$ cat src/rtl/baud_pkg.sv
package baud_pkg;
    typedef enum logic {
        PRE_SLOW = 1'b0,
        PRE_FAST = 1'b1
    } pre_sel_e;
endpackage

$ cat src/rtl/baud_div_latch.sv
module baud_div_latch #(
    parameter int DIV_W = 16
) (
    input  logic               clk_i,
    input  logic               rst_i,
    input  logic               wr_lo_i,
    input  logic               wr_hi_i,
    input  logic [DIV_W/2-1:0] wr_data_i,
    input  logic               hs_en_i,
    output logic [DIV_W-1:0]   div_o,
    output logic               hs_o,
    output logic               reload_o
);
    localparam int BYTE_W = DIV_W / 2;

    typedef struct packed {
        logic [BYTE_W-1:0] lo;
        logic [BYTE_W-1:0] hi;
        logic              hs;
    } latch_t;

    latch_t st_d, st_q;

    always_comb begin
        st_d = st_q;
        if (wr_lo_i) st_d.lo = wr_data_i;
        if (wr_hi_i) st_d.hi = wr_data_i;
        st_d.hs = hs_en_i;
    end

    always_ff @(posedge clk_i) begin
        if (rst_i) st_q <= '0;
        else       st_q <= st_d;
    end

    assign div_o    = {st_q.hi, st_q.lo};
    assign hs_o     = st_q.hs;
    assign reload_o = wr_lo_i | wr_hi_i | (hs_en_i != st_q.hs);

    AST_LATCH_HOLD: assert property (@(posedge clk_i) disable iff (rst_i)
        (!wr_lo_i && !wr_hi_i) |=> $stable(div_o));
endmodule

$ cat src/rtl/baud_prescale.sv
module baud_prescale
    import baud_pkg::*;
#(
    parameter int SLOW_RATIO = 4
) (
    input  logic     clk_i,
    input  logic     rst_i,
    input  logic     reload_i,
    input  pre_sel_e sel_i,
    output logic     en_o
);
    localparam int PRE_W = (SLOW_RATIO > 1) ? $clog2(SLOW_RATIO) : 1;
    localparam logic [PRE_W-1:0] SLOW_LAST = PRE_W'(SLOW_RATIO - 1);

    logic [PRE_W-1:0] pre_d, pre_q;
    logic [PRE_W-1:0] last;

    always_comb begin
        last = (sel_i == PRE_FAST) ? '0 : SLOW_LAST;
        en_o = (pre_q == last);
        if (reload_i)          pre_d = '0;
        else if (pre_q >= last) pre_d = '0;
        else                    pre_d = pre_q + PRE_W'(1);
    end

    always_ff @(posedge clk_i) begin
        if (rst_i) pre_q <= '0;
        else       pre_q <= pre_d;
    end

    AST_PRE_RANGE: assert property (@(posedge clk_i) disable iff (rst_i)
        32'(pre_q) < SLOW_RATIO);
endmodule

$ cat src/rtl/baud_divider.sv
module baud_divider #(
    parameter int CNT_W = 15,
    parameter int OVS   = 16
) (
    input  logic             clk_i,
    input  logic             rst_i,
    input  logic             reload_i,
    input  logic             en_i,
    input  logic [CNT_W-1:0] n_i,
    output logic             tick16_o,
    output logic             tick1_o
);
    localparam int SUB_W = (OVS > 1) ? $clog2(OVS) : 1;
    localparam logic [SUB_W-1:0] SUB_LAST = SUB_W'(OVS - 1);

    typedef struct packed {
        logic [CNT_W-1:0] cnt;
        logic [SUB_W-1:0] sub;
        logic             t16;
        logic             t1;
    } div_t;

    div_t st_d, st_q;

    always_comb begin
        st_d     = st_q;
        st_d.t16 = 1'b0;
        st_d.t1  = 1'b0;
        if (reload_i || (n_i == '0)) begin
            st_d.cnt = '0;
            st_d.sub = '0;
        end else if (en_i) begin
            if (st_q.cnt == n_i - CNT_W'(1)) begin
                st_d.cnt = '0;
                st_d.t16 = 1'b1;
                st_d.t1  = (st_q.sub == SUB_LAST);
                st_d.sub = (st_q.sub == SUB_LAST) ? '0 : st_q.sub + SUB_W'(1);
            end else begin
                st_d.cnt = st_q.cnt + CNT_W'(1);
            end
        end
    end

    always_ff @(posedge clk_i) begin
        if (rst_i) st_q <= '0;
        else       st_q <= st_d;
    end

    assign tick16_o = st_q.t16;
    assign tick1_o  = st_q.t1;

    AST_CNT_BOUND: assert property (@(posedge clk_i) disable iff (rst_i)
        (n_i != '0) |-> (st_q.cnt < n_i));
endmodule

$ cat src/rtl/baud_gen_top.sv
module baud_gen_top
    import baud_pkg::*;
#(
    parameter int DIV_W      = 16,
    parameter int SLOW_RATIO = 4,
    parameter int OVS        = 16
) (
    input  logic               clk_i,
    input  logic               rst_i,
    input  logic               wr_lo_i,
    input  logic               wr_hi_i,
    input  logic [DIV_W/2-1:0] wr_data_i,
    input  logic               hs_en_i,
    output logic               tick16_o,
    output logic               tick1_o
);
    localparam int CNT_W = DIV_W - 1;

    logic [DIV_W-1:0] div;
    logic             hs;
    logic             reload;
    logic             pre_en;
    pre_sel_e         sel;
    logic [CNT_W-1:0] n;

    baud_div_latch #(.DIV_W(DIV_W)) latch_i (
        .clk_i    (clk_i),
        .rst_i    (rst_i),
        .wr_lo_i  (wr_lo_i),
        .wr_hi_i  (wr_hi_i),
        .wr_data_i(wr_data_i),
        .hs_en_i  (hs_en_i),
        .div_o    (div),
        .hs_o     (hs),
        .reload_o (reload)
    );

    assign sel = (div[DIV_W-1] && hs) ? PRE_FAST : PRE_SLOW;
    assign n   = div[CNT_W-1:0];

    baud_prescale #(.SLOW_RATIO(SLOW_RATIO)) pre_i (
        .clk_i   (clk_i),
        .rst_i   (rst_i),
        .reload_i(reload),
        .sel_i   (sel),
        .en_o    (pre_en)
    );

    baud_divider #(.CNT_W(CNT_W), .OVS(OVS)) divr_i (
        .clk_i   (clk_i),
        .rst_i   (rst_i),
        .reload_i(reload),
        .en_i    (pre_en),
        .n_i     (n),
        .tick16_o(tick16_o),
        .tick1_o (tick1_o)
    );

    AST_ZERO_QUIET: assert property (@(posedge clk_i) disable iff (rst_i)
        (n == '0) |=> !tick16_o);
    AST_STROBE_SUBSET: assert property (@(posedge clk_i) disable iff (rst_i)
        tick1_o |-> tick16_o);
    AST_RELOAD_QUIET: assert property (@(posedge clk_i) disable iff (rst_i)
        reload |=> !tick16_o);
    AST_SLOW_SPACING: assert property (@(posedge clk_i) disable iff (rst_i)
        (sel == PRE_SLOW && tick16_o) |=> !tick16_o);
endmodule

$ cat config.mk
export PLATFORM = sky130hd
export DESIGN_NAME = baud_gen_top
export DESIGN_NICKNAME = d
export VERILOG_FILES = /design/src/rtl/baud_pkg.sv /design/src/rtl/baud_div_latch.sv /design/src/rtl/baud_prescale.sv /design/src/rtl/baud_divider.sv /design/src/rtl/baud_gen_top.sv
export SDC_FILE = /design/constraint.sdc
export NUM_CORES = 1
export LEC_CHECK = 0
export BUFFER_PORTS_ARGS = -buffer_cell sky130_fd_sc_hd__buf_2
export CORE_MARGIN = 2
export CORE_UTILIZATION = 45
export DETAILED_ROUTE_END_ITERATION = 16
export PLACE_DENSITY = 0.73
export SETUP_SLACK_MARGIN = 0.2
export SLEW_MARGIN = 0
export SYNTH_ARGS = -nofsm -noshare
export SYNTH_HDL_FRONTEND = slang
export SYNTH_SLANG_ARGS = --single-unit
export TNS_END_PERCENT = 20
$ cat constraint.sdc
create_clock -name clk_i -period 3.6 [get_ports clk_i]
set_input_delay 0.54 -clock clk_i [delete_from_list [all_inputs] [get_ports clk_i]]
set_output_delay 0.54 -clock clk_i [all_outputs]
set_load 0.005 [all_outputs]
==> results of run 1 <==
[cells by family after synthesis]
| kind of cell | share of synthesized area, % |
|---|---|
| buf+inv | 3.474 |
| flops | 34.21 |
| xor+xnor | 13.09 |
| mux | 8.605 |
| compound gates | 11.65 |
| fa+ha+maj | 2.672 |
| simple gates | 26.30 |
[state kept, by name, summed over array words and instances, names as in the netlist]
signal / cells
pre_i.pre_q: 2
divr_i.tick16_o: 1
latch_i.hs_o: 1
latch_i.div_o: 16
divr_i.st_q: 19
divr_i.tick1_o: 1
[power by group through the flow]
stage	logic (mW)	clock network, mW	registers, mW
2_1_floorplan	0.125	0	0.474
6_report	0.154	0.279	0.473
5_1_grt	0.170	0.300	0.475
3_5_place_dp	0.151	0	0.483
4_1_cts	0.152	0.289	0.472
3_3_place_gp	0.150	0	0.482
[per-layer routing]
metal | vias to the layer above | wire length [um]
li1 | 961 | -
met1 | 890 | 2415
met2 | 35 | 2190
met3 | 10 | 212
met4 | 0 | 90
met5 | - | 0
[metrics by stage]
stage	hold WS, ns	area, um2
finish	0.4786	2547
global route	0.5006	2547
CTS	0.4805	2547
detailed placement	0.4720	2470
global placement	0.4735	2470
floorplan	0.4417	2341
[cell usage after synthesis (2+ instances only)]
library cell  instances  area [um2]
and2_1                4       25.02
buf_2                 2       10.01
o211ai_1              5       37.54
mux2i_1              19       190.2
xnor2_1              23       201.4
dfxtp_1              40       800.8
and4_1                5       43.79
nand2_1              12       45.04
nand4_1               4       25.02
or4_1                 3       22.52
or3_1                 2       12.51
a21oi_1               8       40.04
or3_4                 2       22.52
o21ai_0               4       20.02
inv_1                 6       22.52
nor3_1               18       90.09
xor2_1               12       105.1
ha_1                  5       62.56
nor2_1               24       90.09
and3_1                5       31.28
clkbuf_1              7       26.28
nor4_1                7       43.79
nor2b_1               2       12.51
nand3_1              10       50.05
and3b_1               2       17.52
o311ai_0              2       17.52
o31ai_1               2       15.01
[critical path, cell delays in order, from the launching register on]
cell and delay (ns):
dfxtp_1 0.37, inv_1 0.08, ha_1 0.25, or3b_4 0.42, or3_4 0.41, a2111oi_4 0.41, o2111ai_4 0.21, or4_1 0.55
a21oi_1 0.15
[cells in the final DEF (no fill, tap or decap), types with 2 or more instances in the layout]
| cell | instances |
|---|---|
| nor4_1 | 7 |
| nor2_1 | 24 |
| clkbuf_8 | 5 |
| ha_1 | 5 |
| o21ai_0 | 3 |
| xnor2_1 | 23 |
| or3_4 | 2 |
| dfxtp_1 | 40 |
| and2_1 | 4 |
| buf_2 | 14 |
| mux2i_1 | 19 |
| a21oi_1 | 8 |
| xor2_1 | 12 |
| nand3_1 | 10 |
| nor2b_1 | 2 |
| inv_1 | 6 |
| or4_1 | 3 |
| and4_1 | 5 |
| nand2_1 | 12 |
| and3_1 | 5 |
| and3b_1 | 2 |
| nor3_1 | 18 |
| o31ai_1 | 2 |
| o311ai_0 | 2 |
| o211ai_1 | 5 |
| or3_1 | 2 |
| nand4_1 | 4 |
| buf_4 | 4 |
[worst max-delay path by stage]
stage | cells past startpoint | slack, ns | from | endpoint
2_1_floorplan | 9 | 0.86 | latch_i.div_o[0] | divr_i.st_q[10]
3_3_place_gp | 8 | 0.76 | latch_i.div_o[0] | divr_i.st_q[5]
3_5_place_dp | 8 | 0.73 | latch_i.div_o[0] | divr_i.st_q[5]
4_1_cts | 8 | 0.69 | latch_i.div_o[0] | divr_i.st_q[5]
5_1_grt | 9 | 0.25 | latch_i.div_o[0] | divr_i.tick1_o
6_report | 8 | 0.70 | latch_i.div_o[0] | divr_i.st_q[5]
[area by class of cell]
type,count,area [um2]
fillers,498,2527
multi-input cells,201,1459
flip-flops and latches,40,800.8
repair buffers,18,100.1
well taps,70,87.58
clock buffers,6,72.57
inverters,6,22.52
clock inverters,1,5.005
==> flow_metrics.py, run 1 <==
metrics = {
    "setup_path": {
        "startpoint_type": "register",
        "rr_startpoint": "latch_i.div_o[0]",
        "r2r_slack_ns": 0.70,
        "cp_max_fo": 7,
        "path_class": "reg2reg",
        "required_ns": 3.82,
        "reg2reg_depth": 8,
        "crit_path_end_kind": "register",
        "arrival_ns": 3.13,
        "r2r_end": "divr_i.st_q[5]",
    },
    "global_route": {
        "grt_pass1_vias": 1817,
        "use_met2_pct": 28.84,
        "antenna_found_initial": 0,
        "grt_use_met1_pct": 25.26,
        "grt_first_pass_wirelength_um": 8625,
        "grtUsageMet3_pct": 4.147,
        "grt_max_degree": 22,
        "busiest_layer": "met2",
        "globalRouteTotalUtil_pct": 18.41,
        "globalRouteOverflowTotal": 0,
    },
    "clock_tree": {
        "clkLatencyLatePin_ns": 0.29,
        "cts.sinks": 40,
        "postCtsSetupRepairBufs": 0,
        "cts_hold_buf": 0,
        "cts_tree": "built",
        "cts_root_buf": "clkbuf_8",
        "cts_buffer_depth": 2,
        "h-tree-depth": 2,
        "numCtsBuffers": 5,
        "clkTransAtPathRegs_ns": 0.07,
        "ctsResizeCount": 0,
    },
    "sta": {
        "hold_viol": 0,
        "layout_min_cycle_time_ns": 2.903,
        "post-route-period-util_pct": 80.64,
        "clock_skew_ns": 0.004438,
        "fin_setup_tns_ns": 0,
        "worst_pin_slew_ns": 0.7539,
        "finalSetupViolCount": 0,
        "fin_ws_ns": 0.6971,
        "slew_headroom_pct": 49.28,
        "rsz0062_at_grt": "false",
        "maxSlewViolCount": 0,
        "timing.fmax_mhz": 344.5,
    },
    "power_and_ir_drop": {
        "clockPowerShare_pct": 30.8,
        "p_int_mw": 0.6543,
        "p_leak_nw": 0.9438,
        "power_density_nw_per_um2": 355.3,
        "p_sw_share_pct": 27.72,
        "combPwrFrac_pct": 17.0,
        "p_total_mw": 0.9052,
        "seq_power_share_pct": 52.2,
        "ir_drop_v": 0.0001422,
        "power_switching_mw": 0.2509,
    },
    "routing": {
        "dr.first_iter.drc_count": 84,
        "viasPerCell": 5.544,
        "vias": 1896,
        "wire_per_inst_um": 14.35,
        "ant_nets": 0,
        "wl_um": 4909,
        "dr.pass1.iters": 4,
        "drc": 0,
    },
    "run_status": {
        "status": "finished, final reports clean",
    },
    "synth": {
        "synth.distinct_cells": 51,
        "synth_flop_cell": "dfxtp_1",
        "synth_nets": 277,
        "syn-cell-area_um2": 2341,
        "yosysWarnings": 0,
        "ys_seq_area_share_pct": 34.21,
        "async_flop_share_pct": 0,
        "synth_cells": 259,
        "ys_seq_elements": 40,
        "synth-edff-count": 0,
        "avgSynthCellArea_um2": 9.039,
    },
    "placed_design": {
        "placed_cells": 335,
        "numPortBuffers": 14,
        "gp_congestion": 0.9286,
        "hpwl_um": 3773,
        "place_ws_ns": 0.7250,
    },
    "cells_and_area": {
        "area_delta_synth_final_pct": 8.819,
        "nets": 290,
        "drive_gt1_share_pct": 12.87,
        "n_antenna_cell": 0,
        "instances_no_fill": 342,
        "finish.utilization_pct": 50.20,
    },
    "die": {
        "die_h_um": 76.13,
        "ios": 15,
        "dieArea_um2": 5795,
        "die_w_um": 76.13,
        "initial_core_util_pct": 46.13,
        "core_area_um2": 5075,
        "num_rows": 26,
    },
    "min_path": {
        "hp-start": "divr_i.st_q[5]",
        "hold_end": "divr_i.st_q[5]",
        "hold_class": "reg2reg",
        "min_path_cells": 2,
    },
    "job": {
        "maxCapViolCount": 0,
    },
}
No activity file was read; power rests on OpenSTA's default activity.
==> run 2: changes to the inputs <==
clock period = 2.99 ns   (was 3.6 ns; I/O delays follow)
==> run 2 against run 1 <==
Global-route usage rose by 1.2 points; flip-flop and latch count did not move; clock skew fell by 0.0013 ns; utilization rose by 2.6 points; critical path depth fell by 2; design area rose by 5.2%; largest cell class unchanged; non-clock buffer count rose by 10; setup slack got worse by 0.47 ns; register-to-register slack got worse by 0.47 ns; highest routed layer unchanged; power rose by 27%.
==> flow_metrics.py, run 2 (synthesized netlist as in run 1, its figures left out) <==
metrics = {
    "setup_path": {
        "path_class": "reg2reg",
        "startpoint_type": "register",
        "crit_cells": 6,
        "cpMostUsedCell": "or4_1",
        "critical_path_buf_inv_count": 0,
        "crit_path_end_kind": "register",
        "reg2reg_depth": 6,
        "required_ns": 3.18,
        "critical_path.max_stage_delay_ns": 0.58,
        "cp_max_fo": 10,
        "crit_chain": "or4_1 -> or4_1 -> xnor2_1 -> o311ai_0 -> nor4_1 -> mux2_2",
        "arrival_ns": 2.95,
        "critical_path.top_delay_family": "simple AND/OR/NAND/NOR gates",
        "crit_slowest_cell": "or4_1",
    },
    "die": {
        "ios": 15,
        "core_area_um2": 5075,
        "dieArea_um2": 5795,
        "die_w_um": 76.13,
        "initial_core_util_pct": 46.13,
        "die_h_um": 76.13,
        "num_rows": 26,
    },
    "cells_and_area": {
        "top_register": "divr_i.st_q",
        "n_antenna_cell": 0,
        "final_common_cell": "dfxtp_1",
        "finish.utilization_pct": 52.79,
        "layout_common_cells": "39 x dfxtp_1, 24 x nor2_1, 23 x xnor2_1, 19 x mux2i_1, 18 x nor3_1",
        "largest_reg_flops": 19,
        "instances_no_fill": 353,
        "stdcell_area_um2": 2679,
        "nets": 300,
        "area_delta_synth_final_pct": 14.43,
        "drive_gt1_share_pct": 19.08,
    },
    "sta": {
        "post-route-period-util_pct": 92.36,
        "whs_ns": 0.4021,
        "rsz0062_at_grt": "true",
        "clock_skew_ns": 0.003179,
        "worst_pin_slew_ns": 0.6864,
        "fin_setup_tns_ns": 0,
        "timing.fmax_mhz": 362.1,
        "layout_min_cycle_time_ns": 2.762,
        "hold_viol": 0,
        "slew_headroom_pct": 53.89,
        "finalSetupViolCount": 0,
        "maxSlewViolCount": 0,
    },
    "routing": {
        "dr.first_iter.drc_count": 139,
        "wl_um": 5406,
        "highest_layer": "met4",
        "wl_met2_um": 2627,
        "viasPerCell": 5.609,
        "wire_per_inst_um": 15.31,
        "vias": 1980,
        "ant_nets": 0,
        "drc": 0,
        "dr.pass1.iters": 4,
        "dr_wl_met3_um": 253,
        "wl_met1_um": 2419,
    },
    "clock_tree": {
        "numCtsBuffers": 5,
        "cts.sinks": 40,
        "cts_buffer_depth": 2,
        "h-tree-depth": 2,
        "cts_tree": "built",
        "clkTransAtPathRegs_ns": 0.08,
        "cts_root_buf": "clkbuf_8",
        "clkLatencyLatePin_ns": 0.30,
    },
    "min_path": {
        "hold_class": "in2reg",
        "min_path_cells": 2,
    },
    "power_and_ir_drop": {
        "power_switching_mw": 0.3250,
        "clockPowerShare_pct": 32.5,
        "ir_drop_v": 0.0001921,
        "power_density_nw_per_um2": 430.2,
        "seq_power_share_pct": 49.2,
        "p_int_mw": 0.8275,
        "combPwrFrac_pct": 18.3,
        "p_sw_share_pct": 28.20,
        "p_leak_nw": 1.011,
    },
    "placed_design": {
        "numPortBuffers": 14,
        "hpwl_um": 3974,
        "placed_cells": 343,
        "placed_area_um2": 2530,
        "gp_congestion": 0.8929,
    },
    "global_route": {
        "globalRouteOverflowTotal": 0,
        "grt_max_degree": 20,
        "antenna_found_initial": 0,
        "grt_pass1_vias": 1944,
        "grt_first_pass_wirelength_um": 9190,
        "globalRouteTotalUtil_pct": 19.64,
    },
    "run_status": {
        "status": "finished, final reports clean",
    },
    "job": {
        "maxCapViolCount": 0,
    },
}
## run 2: cell type report
class,count,area [um2]
repair buffers,28,178.9
clock buffers,6,82.58
flip-flops and latches,40,804.5
multi-input cells,201,1493
inverters,6,22.52
clock inverters,2,10.01
well taps,70,87.58
fillers,499,2396
## run 2: final timing paths
| path | slack, ns | to | from |
|---|---|---|---|
| max reg2reg | 0.23 | divr_i.st_q[4] | latch_i.div_o[3] |
| min reg2reg | 0.49 | divr_i.st_q[5] | divr_i.st_q[5] |
| max | 0.23 | divr_i.st_q[4] | latch_i.div_o[3] |
| min | 0.40 | latch_i.hs_o | hs_en_i |
## run 2: layer usage
metal	global-route usage, %	up-vias
met5	0	-
met4	9.273	0
met3	5.450	9
met2	31.96	43
met1	24.08	940
li1	-	988
## run 2: power groups by stage
stage               combinational (mW)  clock [mW]  sequential (mW)
floorplan                        0.150           0            0.571
global placement                 0.190           0            0.578
detailed placement               0.194           0            0.579
CTS                              0.199       0.387            0.567
global route                     0.229       0.406            0.570
finish                           0.211       0.374            0.567
## run 2: repair_timing
item	CTS	global route
gates cloned	0	0
buffers inserted	1	1
gates resized for setup	1	10
endpoints found under the setup margin	14	17
pin swaps	2	7
endpoints found under the hold margin	0	0
hold buffers	0	0
## run 2: per-stage QoR
step	power, mW	worst slack (ns)
floorplan	0.7212	0.2507
global placement	0.7685	0.2071
detailed placement	0.7738	0.1595
CTS	1.153	0.2503
global route	1.205	0.1543
finish	1.153	0.2285
